[src/rtl/exc_pkg.sv]
// Shared definitions for the exception controller.
// Assumes stage index grows with instruction age (0 = fetch, top = memory).
package exc_pkg;
    localparam int CAUSE_W = 3;

    typedef enum logic [CAUSE_W-1:0] {
        CAUSE_OVF     = 3'd0,
        CAUSE_DIVZ    = 3'd1,
        CAUSE_PARITY  = 3'd2,
        CAUSE_SYSCALL = 3'd3,
        CAUSE_PGFAULT = 3'd4,
        CAUSE_BADADDR = 3'd5
    } cause_e;
endpackage

[src/rtl/exc_arb.sv]
// Priority arbiter: picks the highest-index (oldest) requesting stage.
// Assumes req is stable during the cycle; purely combinational.
module exc_arb #(
    parameter int NS   = 4,
    parameter int IDXW = (NS > 1) ? $clog2(NS) : 1
) (
    input  logic [NS-1:0]   req,
    output logic            any_req,
    output logic [IDXW-1:0] win_idx
);
    // Scan upward so that the last (oldest) requester overrides younger ones.
    always_comb begin
        any_req = 1'b0;
        win_idx = '0;
        for (int i = 0; i < NS; i++) begin
            if (req[i]) begin
                any_req = 1'b1;
                win_idx = IDXW'(i);
            end
        end
    end
endmodule

[src/rtl/exc_gate.sv]
// Acceptance gate: accepts a request unless a handler-entry flush happened
// in the previous cycle. Assumes synchronous active-low reset.
module exc_gate (
    input  logic clk,
    input  logic rst_n,
    input  logic any_req,
    output logic accept
);
    logic busy_q;

    // Accept only when not inside the one-cycle flush window.
    always_comb accept = any_req && !busy_q;

    // Remember that a flush was issued this cycle.
    always_ff @(posedge clk) begin
        if (!rst_n) busy_q <= 1'b0;
        else        busy_q <= accept;
    end

    // two accepts in consecutive cycles must never occur.
    p_no_back_to_back_r8: assert property (@(posedge clk) disable iff (!rst_n)
        accept |=> !accept);
endmodule

[src/rtl/exc_flush.sv]
// Flush generator: kills the winning stage and every younger stage.
// Assumes stage 0 is youngest; combinational.
module exc_flush #(
    parameter int NS   = 4,
    parameter int IDXW = (NS > 1) ? $clog2(NS) : 1
) (
    input  logic            accept,
    input  logic [IDXW-1:0] win_idx,
    output logic [NS-1:0]   flush
);
    for (genvar i = 0; i < NS; i++) begin : g_stage
        if (i == 0) begin : g_young
            // The youngest stage is always behind or at the winner.
            assign flush[i] = accept;
        end else begin : g_old
            // Flush when this stage is not older than the winner.
            assign flush[i] = accept && (IDXW'(i) <= win_idx);
        end
    end
endmodule

[src/rtl/exc_record.sv]
// Exception-PC and cause registers: load PC+4 and code on accept, else hold.
// Assumes synchronous active-low reset clearing both to zero.
module exc_record #(
    parameter int AW = 32,
    parameter int CW = 3
) (
    input  logic          clk,
    input  logic          rst_n,
    input  logic          accept,
    input  logic [AW-1:0] win_pc,
    input  logic [CW-1:0] win_cause,
    output logic [AW-1:0] epc,
    output logic [CW-1:0] cause
);
    // Capture the fault's return address and code.
    always_ff @(posedge clk) begin
        if (!rst_n) begin
            epc   <= '0;
            cause <= '0;
        end else if (accept) begin
            epc   <= win_pc + AW'(4);
            cause <= win_cause;
        end
    end

    // registers move only when an exception was accepted.
    p_hold_r7: assert property (@(posedge clk) disable iff (!rst_n)
        !accept |=> ($stable(epc) && $stable(cause)));
endmodule

[src/rtl/exc_ctrl.sv]
// Pipeline exception controller top: arbitrates per-stage faults, redirects
// fetch to a fixed handler, flushes the faulting and younger stages, and
// records PC+4 and cause. Assumes higher stage index = older instruction.
module exc_ctrl #(
    parameter int          NUM_STAGES  = 4,
    parameter int          ADDR_W      = 32,
    parameter logic [31:0] HANDLER_VEC = 32'h4000_0040
) (
    input  logic                             clk,
    input  logic                             rst_n,
    input  logic [NUM_STAGES-1:0]            exc_req,
    input  logic [NUM_STAGES*ADDR_W-1:0]     stage_pc,
    input  logic [NUM_STAGES*exc_pkg::CAUSE_W-1:0] stage_cause,
    output logic [ADDR_W-1:0]                epc,
    output logic [exc_pkg::CAUSE_W-1:0]      cause,
    output logic                             redirect_valid,
    output logic [ADDR_W-1:0]                redirect_pc,
    output logic [NUM_STAGES-1:0]            flush
);
    localparam int CW   = exc_pkg::CAUSE_W;
    localparam int IDXW = (NUM_STAGES > 1) ? $clog2(NUM_STAGES) : 1;
    localparam int OLD  = NUM_STAGES - 1;

    logic            any_req;
    logic            accept;
    logic [IDXW-1:0] win_idx;
    logic [ADDR_W-1:0] win_pc;
    logic [CW-1:0]     win_cause;

    exc_arb #(.NS(NUM_STAGES), .IDXW(IDXW)) u_arb (
        .req     (exc_req),
        .any_req (any_req),
        .win_idx (win_idx)
    );

    exc_gate u_gate (
        .clk     (clk),
        .rst_n   (rst_n),
        .any_req (any_req),
        .accept  (accept)
    );

    exc_flush #(.NS(NUM_STAGES), .IDXW(IDXW)) u_flush (
        .accept  (accept),
        .win_idx (win_idx),
        .flush   (flush)
    );

    // Select the winning stage's PC and code.
    always_comb begin
        win_pc    = stage_pc[win_idx*ADDR_W +: ADDR_W];
        win_cause = stage_cause[win_idx*CW +: CW];
    end

    exc_record #(.AW(ADDR_W), .CW(CW)) u_rec (
        .clk       (clk),
        .rst_n     (rst_n),
        .accept    (accept),
        .win_pc    (win_pc),
        .win_cause (win_cause),
        .epc       (epc),
        .cause     (cause)
    );

    // Drive the fetch redirect for the accepting cycle.
    always_comb begin
        redirect_valid = accept;
        redirect_pc    = ADDR_W'(HANDLER_VEC);
    end

    // flush is a contiguous run starting at stage 0.
    p_flush_contig_r6: assert property (@(posedge clk) disable iff (!rst_n)
        ((flush != '0) |-> (flush[0] && ((flush & (flush + NUM_STAGES'(1))) == '0))));

    // an oldest-stage fault that is taken flushes every stage.
    p_oldest_all_r2: assert property (@(posedge clk) disable iff (!rst_n)
        (redirect_valid && exc_req[OLD]) |-> (&flush));

    // an oldest-stage fault records its PC plus 4.
    p_epc_old_r3: assert property (@(posedge clk) disable iff (!rst_n)
        (redirect_valid && exc_req[OLD]) |=>
            (epc == $past(stage_pc[OLD*ADDR_W +: ADDR_W]) + ADDR_W'(4)));

    // an oldest-stage fault records its cause code.
    p_cause_old_r4: assert property (@(posedge clk) disable iff (!rst_n)
        (redirect_valid && exc_req[OLD]) |=>
            (cause == $past(stage_cause[OLD*CW +: CW])));

    // no redirect or flush in the cycle following a redirect.
    p_quiet_after_r8: assert property (@(posedge clk) disable iff (!rst_n)
        redirect_valid |=> (!redirect_valid && (flush == '0)));
endmodule

[config.mk]
export PLATFORM = sky130hd
export DESIGN_NAME = exc_ctrl
export DESIGN_NICKNAME = d
export VERILOG_FILES = /design/src/rtl/exc_pkg.sv /design/src/rtl/exc_arb.sv /design/src/rtl/exc_gate.sv /design/src/rtl/exc_flush.sv /design/src/rtl/exc_record.sv /design/src/rtl/exc_ctrl.sv
export SDC_FILE = /design/constraint.sdc
export NUM_CORES = 1
export LEC_CHECK = 0
export ABC_AREA = 1
export BUFFER_PORTS_ARGS = -buffer_cell sky130_fd_sc_hd__buf_2
export CAP_MARGIN = 40
export CORE_MARGIN = 8
export CORE_UTILIZATION = 50
export CTS_BUF_LIST = sky130_fd_sc_hd__clkbuf_4
export DETAILED_ROUTE_END_ITERATION = 7
export PLACE_DENSITY = 0.95
export SETUP_SLACK_MARGIN = 0.05
export SLEW_MARGIN = 20
export SYNTH_ARGS = -nofsm -noshare
export SYNTH_HDL_FRONTEND = slang
export SYNTH_SLANG_ARGS = --single-unit
[constraint.sdc]
create_clock -name clk -period 5.38 [get_ports clk]
set_input_delay 0.269 -clock clk [delete_from_list [all_inputs] [get_ports clk]]
set_output_delay 0.269 -clock clk [all_outputs]
set_load 0.05 [all_outputs]
# == After elaboration in Yosys (flattened, before gate mapping) ==
# Cells that the tools add are included.
# totals
inputBits,146
wordCells,22
register_bits,36
out_inout_bits,72
# classes
shift,2
mux,7
n_reduce_logical,5
add_sub_neg,1
mul,1
magnitude_cmp,3
# ops
op,n
128-bit by 8-bit variable part select with 32-bit output,1
"32-bit by 3-bit adder with 32-bit output, second input constant",1
12-bit by 5-bit variable part select with 3-bit output,1
1-bit 2-to-1 mux,5
"2-bit <= comparator, first input constant",2
1-bit logical AND,4
"2-bit by 2-bit multiplier with 4-bit output, second input constant",1
2-bit 2-to-1 mux,2
"1-bit by 2-bit <= comparator with 1-bit output, first input constant",1
1-bit logical NOT,1

# == Longest topological paths before layout ==
# Gate-level depths: netlist of run 1.
# depth
word_depth,6
ltp_mapped,20
mapped_depth_nobuf,19

# == Modules after synthesis ==
# Synthesis of run 1 repeated with hierarchy kept, for this count alone.
# unflattened
cells_unflattened,833
area_unflattened_um2,4235.3
# by_module_without_submodules
module,n_inst,cells_each,area_per_inst_um2
exc_record,1,369,2144.6
exc_ctrl,1,443,1979.4
exc_gate,1,6,43.8
exc_flush,1,7,35.0
exc_arb,1,8,32.5

# == Worst setup path before layout of run 1 ==
# OpenSTA, ideal clock, no wires.
# synth_timing
kind,input to output
startpoint,input port exc_req[2]
endpoint,output port flush[0]
arrival_time_ns,2.019
slack_ns,3.092
stages,7
t_required_ns,5.111
path_cell_list,nor2_1 buf_2 buf_2 a21oi_1 buf_2 buf_1 buf_4
# synth_via
elab_chain_len,3
# synth_lines
element,line_no,source
start: declaration,exc_ctrl.sv:11,"input logic [NUM_STAGES-1:0] exc_req,"
1-bit 2-to-1 mux (2 in a row),exc_arb.sv:16,if (req[i]) begin
1-bit logical AND,exc_gate.sv:12,always_comb accept = any_req && !busy_q;
end: declaration,exc_ctrl.sv:18,output logic [NUM_STAGES-1:0] flush
# Every way passes these cells.

# == Worst setup path after layout of run 1 ==
# layout_timing
startpoint,input port exc_req[1]
endpoint,output port flush[1]
# layout_via
elab_chain_len,5
elab_cells_between_ends,9
classes_between,1 x order compare; 6 x mux; 2 x reduce/logical
# layout_lines
element,line_no,source
1-bit 2-to-1 mux,exc_arb.sv:16,
2-bit 2-to-1 mux or 1-bit 2-to-1 mux (tied branches) (2 in a row),exc_arb.sv:16,
1-bit by 2-bit <= comparator with 1-bit output or 1-bit logical AND (tied branches),"exc_flush.sv:17, exc_gate.sv:12",
1-bit logical AND (*),exc_flush.sv:17,assign flush[i] = accept && (IDXW'(i) <= win_idx);
# Mark *: on every way between the ends. The rest lies on a longest branch, timed or not.

==> metrics, run 1 <==
vias per cell=4.97; Chip Width=104 µm; Initial Util=0.510; layout cells sized above 1=0.268; Hold Buf Count CTS=0; maximum number of pins on one net before global-route repair=46; crit share post-route=0.525; CTS tree=built; total power=0.00100 W; first-pass GRT wire length=22500 µm; peak supply drop=80.7 µV; FF-to-FF setup slack=3.40 ns; insertion delay to the later sink of the worst-skew pair=0.35 ns; sequential share of the synthesized area=0.186; Die Y=104 µm; vias in the first global route=4651; Final #Nets=1024; post-CTS sizing=0; clock tree sinks=36; Cell Chain, Critical Path=buf_2 > buf_4 > nor2_1 > a21oi_4 > buf_4 > inv_1 > a21oi_1 > buf_2; area delta synth->final=22.0%; Max Slew Vio Count=0; io pins=218; synthesized flop and latch total=36; synthesized area per cell=5.39 µm²; detailed-route via count=4878; Clock transition at path regs=0.12 ns; Total Wirelength=13900 µm; area of placed instances=4650 µm²; arrival time at the worst endpoint=2.55 ns; # port buffers=185; DRC errors left=0; worst flop-to-flop path startpoint=u_gate.busy_q; row cnt=32; Reg2Reg Depth=5; main combinational cell family by area after synthesis=simple AND/OR/NAND/NOR gates; reg2reg end=u_rec.epc[12]; status=completed; Compound-Gate Fraction of Synth Area=0.116; Synth Area in XOR/XNOR=0.0158; Worst path max stage delay=0.49 ns; mux share of post-synthesis cell area=0; Critical-path top delay cell=a21oi_4; Core ar.=7610 µm²; Worst Path Required=5.11 ns; setup TNS=0 ns; Final Cell Area=4730 µm²; Netlist cell types=30; critical hold path startpoint=stage_pc[32]; final cell count without fillers=981; post-DR wirelength/cell=14.2 µm; initial antenna violation count=1; DIE AREA=10800 µm²; maxcap violations=0; CP Max Fanout=45; WS Path Type=in2out; power density cells=212 nW/µm²; total grt overflow=0; root buf cell=clkbuf_4; simple-gate portion of the synthesized area=0.480; Final Hold Fails=0; ANT nets after route=0; All-Layer GR Usage=0.246; RSZ-0062 raised after global routing=false; DP Cell Count=972; Worst Hold Class=in2reg; Slew @ Worst Pin=0.639 ns; minimum clock period=2.82 ns; Worst slew margin=0.573; post-synthesis cell count=719; # Post-CTS Setup Buffers=0; final setup vio count=0; mapped cell area=3880 µm²; Num CTS Buffers=5; drt pass-1 iters=7; Critical Path End=flush[1]; Clock Skew=0.0158 ns; CP Launch Type=primary input; Synth Flop Type=dfxtp_1; initial DRC count=327; CTS max path bufs=2; Post-synth EDFFs=0; Final HPWL DP=11300 µm; Max Freq=354 MHz; Synth Area in Adders=0.00323; fillcell total=801; fraction of registers with async set/reset=0; Pleak=2.83 nW; H-Tree Depth=2; Setup crit start=exc_req[1]; synth warn=0; Final GP Congestion=0.952; endpoint type of the worst setup path=primary output
## logic make-up after synthesis
kind of cell | Yosys count
other | 2
and+or+nand+nor | 437
AOI/OAI and AO/OA | 85
buffers and inverters | 151
xor gates and xnor gates | 7
DFF | 36
adders and majority gates | 1
## cell usage after synthesis (6+ instances only)
| library cell | instances | area [µm²] |
|---|---|---|
| inv_1 | 77 | 289 |
| nand2_1 | 229 | 860 |
| buf_2 | 14 | 70.1 |
| nand2_2 | 11 | 68.8 |
| a21oi_1 | 9 | 45.0 |
| clkbuf_1 | 10 | 37.5 |
| a31oi_1 | 7 | 43.8 |
| xor2_1 | 6 | 52.6 |
| nor2_1 | 109 | 409 |
| dfxtp_1 | 36 | 721 |
| nand3_1 | 60 | 300 |
| nor2_2 | 12 | 75.1 |
| o21ai_0 | 59 | 295 |
| buf_4 | 37 | 278 |
| inv_2 | 6 | 22.5 |
## state kept, by name (all words and copies together), names as in the netlist
register	flops
u_gate.busy_q	1
u_rec.cause	3
u_rec.epc	32
## through the flow
stage,hold WS (ns),utilization,setup WS [ns]
after global placement,0.479,0.608,2.09
after CTS,0.200,0.622,2.59
after detailed placement,0.486,0.611,2.25
final,0.212,0.622,2.56
after global routing,0.217,0.622,2.33
after floorplan,0.407,-,3.09
## how the worst min path moves through the flow
| stage | endpoint | depth (start not counted) | slack [ns] |
|---|---|---|---|
| after floorplan | u_rec.cause[0] | 2 | 0.41 |
| after global placement | u_rec.epc[8] | 2 | 0.48 |
| after detailed placement | u_rec.epc[4] | 2 | 0.49 |
| after CTS | u_rec.epc[1] | 3 | 0.20 |
| after global routing | u_rec.cause[0] | 3 | 0.22 |
| final | u_rec.epc[0] | 3 | 0.21 |
## per-layer routing
metal	GRT usage	vias to the layer above	wire length, µm
li1	-	2477	-
met1	0.300	2095	5790
met2	0.413	290	6330
met3	0.0700	16	1540
met4	0.0610	0	223
met5	0	-	0
## power by group
part | total [W] | internal (W) | leakage (nW) | switching, W
clock | 0.000199 | 0.000102 | 0.0457 | 0.0000965
combinational | 0.000496 | 0.000132 | 2.49 | 0.000363
sequential | 0.000308 | 0.000295 | 0.300 | 0.0000130
total | 0.00100 | 0.000530 | 2.83 | 0.000473
## final cells by class
type	instances	area (µm²)	area share
Antenna cell	1	2.50	0.000529
Clock inverter	2	35.0	0.00741
Inverter	83	312	0.0659
Tap cell	102	128	0.0270
Timing Repair Buffer	189	968	0.205
Sequential cell	36	721	0.152
Clock buffer	6	45.0	0.00952
Multi-Input combinational cell	562	2520	0.533
## layout by cell type, fill, tap and decap left out, types with 2 or more instances in the layout
cell type  instances
conb_1            32
nor2_2            12
nand2_2           11
xor2_1             6
clkbuf_4           6
nor2_1           108
o21ai_1            5
inv_2              6
buf_2            185
a31oi_1            7
nor2_4             5
nand2_4            2
nand2_1          229
nand3b_1           4
dfxtp_1           36
nand4_1            5
inv_1             77
o211ai_1           3
a21oi_1            8
o21ai_0           59
nand3_1           60
buf_4              3
## critical path, delay by kind of cell
family | cells | cell delay (ns)
buffers and inverters | 5 | 1.45
AO/OA/AOI/OAI | 2 | 0.65
AND/OR/NAND/NOR | 1 | 0.13
(Power assumes the default switching activity.)
==> run 2, diff against run 1 <==
--- a/config.mk
+++ b/config.mk
@@ -9,10 +9,10 @@
 export BUFFER_PORTS_ARGS = -buffer_cell sky130_fd_sc_hd__buf_2
 export CAP_MARGIN = 40
 export CORE_MARGIN = 8
-export CORE_UTILIZATION = 50
+export CORE_UTILIZATION = 46
 export CTS_BUF_LIST = sky130_fd_sc_hd__clkbuf_4
 export DETAILED_ROUTE_END_ITERATION = 7
-export PLACE_DENSITY = 0.95
+export PLACE_DENSITY = 0.9
 export SETUP_SLACK_MARGIN = 0.05
 export SLEW_MARGIN = 20
 export SYNTH_ARGS = -nofsm -noshare
==> constraint.sdc (replaced) <==
create_clock -name clk -period 2.7 [get_ports clk]
set_input_delay 0.135 -clock clk [delete_from_list [all_inputs] [get_ports clk]]
set_output_delay 0.135 -clock clk [all_outputs]
set_load 0.05 [all_outputs]
==> metrics, run 2 (synthesis results as in run 1) <==
status=completed (unchanged); Clock transition at path regs=0.10 ns (was 0.12 ns); All-Layer GR Usage=0.223 (was 0.246); minimum clock period=2.00 ns; detailed-route via count=4796 (was 4878); post-DR wirelength/cell=13.6 µm (was 14.2 µm); Chip Width=108 µm (was 104 µm); io pins=218 (unchanged); first-pass GRT wire length=21400 µm (was 22500 µm); RSZ-0062 raised after global routing=false (unchanged); Die Y=108 µm (was 104 µm); Final HPWL DP=11100 µm (was 11300 µm); commonest non-fill, non-tap cell in the layout=nand2_1 (unchanged); maximum number of pins on one net before global-route repair=38 (was 46); Pleak=2.85 nW (was 2.83 nW); Worst Path Required=2.94 ns (was 5.11 ns); Worst Hold End=u_rec.cause[0] (was u_rec.epc[0]); total grt overflow=0 (unchanged); Reg2Reg Depth=5 (unchanged); max reg flops=32 (unchanged); peak supply drop=175 µV (was 80.7 µV); Ant. Diodes=0 (was 1); crit share post-route=0.739; area delta synth->final=22.5% (was 22.0%); Final Hold Fails=0 (unchanged); Core ar.=8180 µm² (was 7610 µm²); drt pass-1 iters=5 (was 7); setup ws final=0.704 ns (was 2.56 ns); ANT nets after route=0 (unchanged); Max Slew Vio Count=0 (unchanged); Max Freq=501 MHz; commonest non-fill, non-tap cells in the layout=nand2_1 (229), buf_2 (185), nor2_1 (108) (unchanged); insertion delay to the later sink of the worst-skew pair=0.34 ns (was 0.35 ns); DRC errors left=0 (unchanged); total power=0.00190 W (was 0.00100 W); FF-to-FF setup slack=1.47 ns (was 3.40 ns); row cnt=33 (was 32); layout cells sized above 1=0.272 (was 0.268); Worst Hold Class=in2reg (unchanged); DIE AREA=11600 µm² (was 10800 µm²); hold_ws=0.0953 ns (was 0.212 ns); arrival time at the worst endpoint=2.24 ns (was 2.55 ns); initial DRC count=263 (was 327); Final GP Congestion=0.961 (was 0.952); critical hold path startpoint=stage_cause[3] (was stage_pc[32]); power density cells=399 nW/µm² (was 212 nW/µm²); CP Max Fanout=28 (was 45); Most flops, register=u_rec.epc (unchanged); worst flop-to-flop path startpoint=u_gate.busy_q (unchanged); Hold Buf Count CTS=0 (unchanged); maxcap violations=0 (unchanged); Initial Util=0.474 (was 0.510); Final #Nets=1031 (was 1024); Num CTS Buffers=5 (unchanged); DP Worst Slack=0.362 ns (was 2.25 ns); CTS max path bufs=2 (unchanged); endpoint type of the worst setup path=flop (was primary output); Total Wirelength=13500 µm (was 13900 µm); reg2reg end=u_rec.epc[17] (was u_rec.epc[12]); clock tree sinks=36 (unchanged); Clock Skew=0.00793 ns (was 0.0158 ns); Worst slew margin=0.605 (was 0.573); WS Path Type=in2reg (was in2out); post-CTS sizing=0 (unchanged); vias per cell=4.84 (was 4.97); # port buffers=185 (unchanged); CP Launch Type=primary input (unchanged); initial antenna violation count=0 (was 1); Slew @ Worst Pin=0.592 ns (was 0.639 ns); hold path cells=3 (unchanged); final setup vio count=0 (unchanged); CTS tree=built (unchanged); H-Tree Depth=2 (unchanged); vias in the first global route=4470 (was 4651); Core Util, Final=0.581 (was 0.622); root buf cell=clkbuf_4 (unchanged); largest registers=u_rec.epc: 32 flops, u_rec.cause: 3 flops, u_gate.busy_q: 1 flops (unchanged); # Post-CTS Setup Buffers=0 (unchanged); setup TNS=0 ns (unchanged)
==> run 2: critical path: stages <==
cell     delay, ns
buf_2         0.12
inv_2         0.19
nand2_4       0.23
inv_2         0.11
nand2_1       0.05
nand3_1       0.06
nand2_1       0.06
inv_1         0.09
ha_1          0.18
nand3_1       0.12
nor2_2        0.22
nand3_4       0.17
nor2_2        0.16
nand2_1       0.08
nand2_1       0.06
nand2_1       0.04
o21ai_1       0.12
inv_1         0.04
==> run 2: area by class of cell <==
class | instances | area (µm²)
Clock buffer | 7 | 52.6
Clock inverter | 1 | 3.75
Fill cell | 890 | 3430
Inverter | 83 | 312
Multi-Input combinational cell | 562 | 2520
Sequential cell | 36 | 721
Tap cell | 105 | 131
Timing Repair Buffer | 196 | 1010
==> run 2: worst max path at each step <==
stage               start            end  slack, ns  cells past startpoint
2_1_floorplan  exc_req[2]       flush[0]       0.68                      7
3_3_place_gp   exc_req[3]  u_rec.epc[20]       0.44                     18
3_5_place_dp   exc_req[3]  u_rec.epc[20]       0.36                     18
4_1_cts        exc_req[3]  u_rec.epc[20]       0.72                     18
5_1_grt        exc_req[2]  u_rec.epc[24]       0.48                     18
6_report       exc_req[3]  u_rec.epc[24]       0.70                     18
==> run 2: where the power goes <==
part / switching (W) / internal, W / total (W)
Clock: 0.000171 / 0.000120 / 0.000292
Sequential: 0.0000266 / 0.000588 / 0.000615
Combinational: 0.000721 / 0.000270 / 0.000991
Total: 0.000919 / 0.000978 / 0.00190
==> run 2: stage by stage <==
step | cell area [µm²] | instances
after global routing | 4750 | 990
after detailed placement | 4690 | 982
after floorplan | 3990 | 749
after global placement | 4690 | 982
after CTS | 4750 | 990
final | 4750 | 990
==> run 2: routing by layer <==
| metal | global-route usage | vias to the layer above | share of wire |
|---|---|---|---|
| li1 | - | 2494 | - |
| met4 | 0.0525 | 0 | 0.0090 |
| met3 | 0.0575 | 10 | 0.11 |
| met2 | 0.360 | 235 | 0.45 |
| met5 | 0 | - | 0 |
| met1 | 0.288 | 2057 | 0.43 |
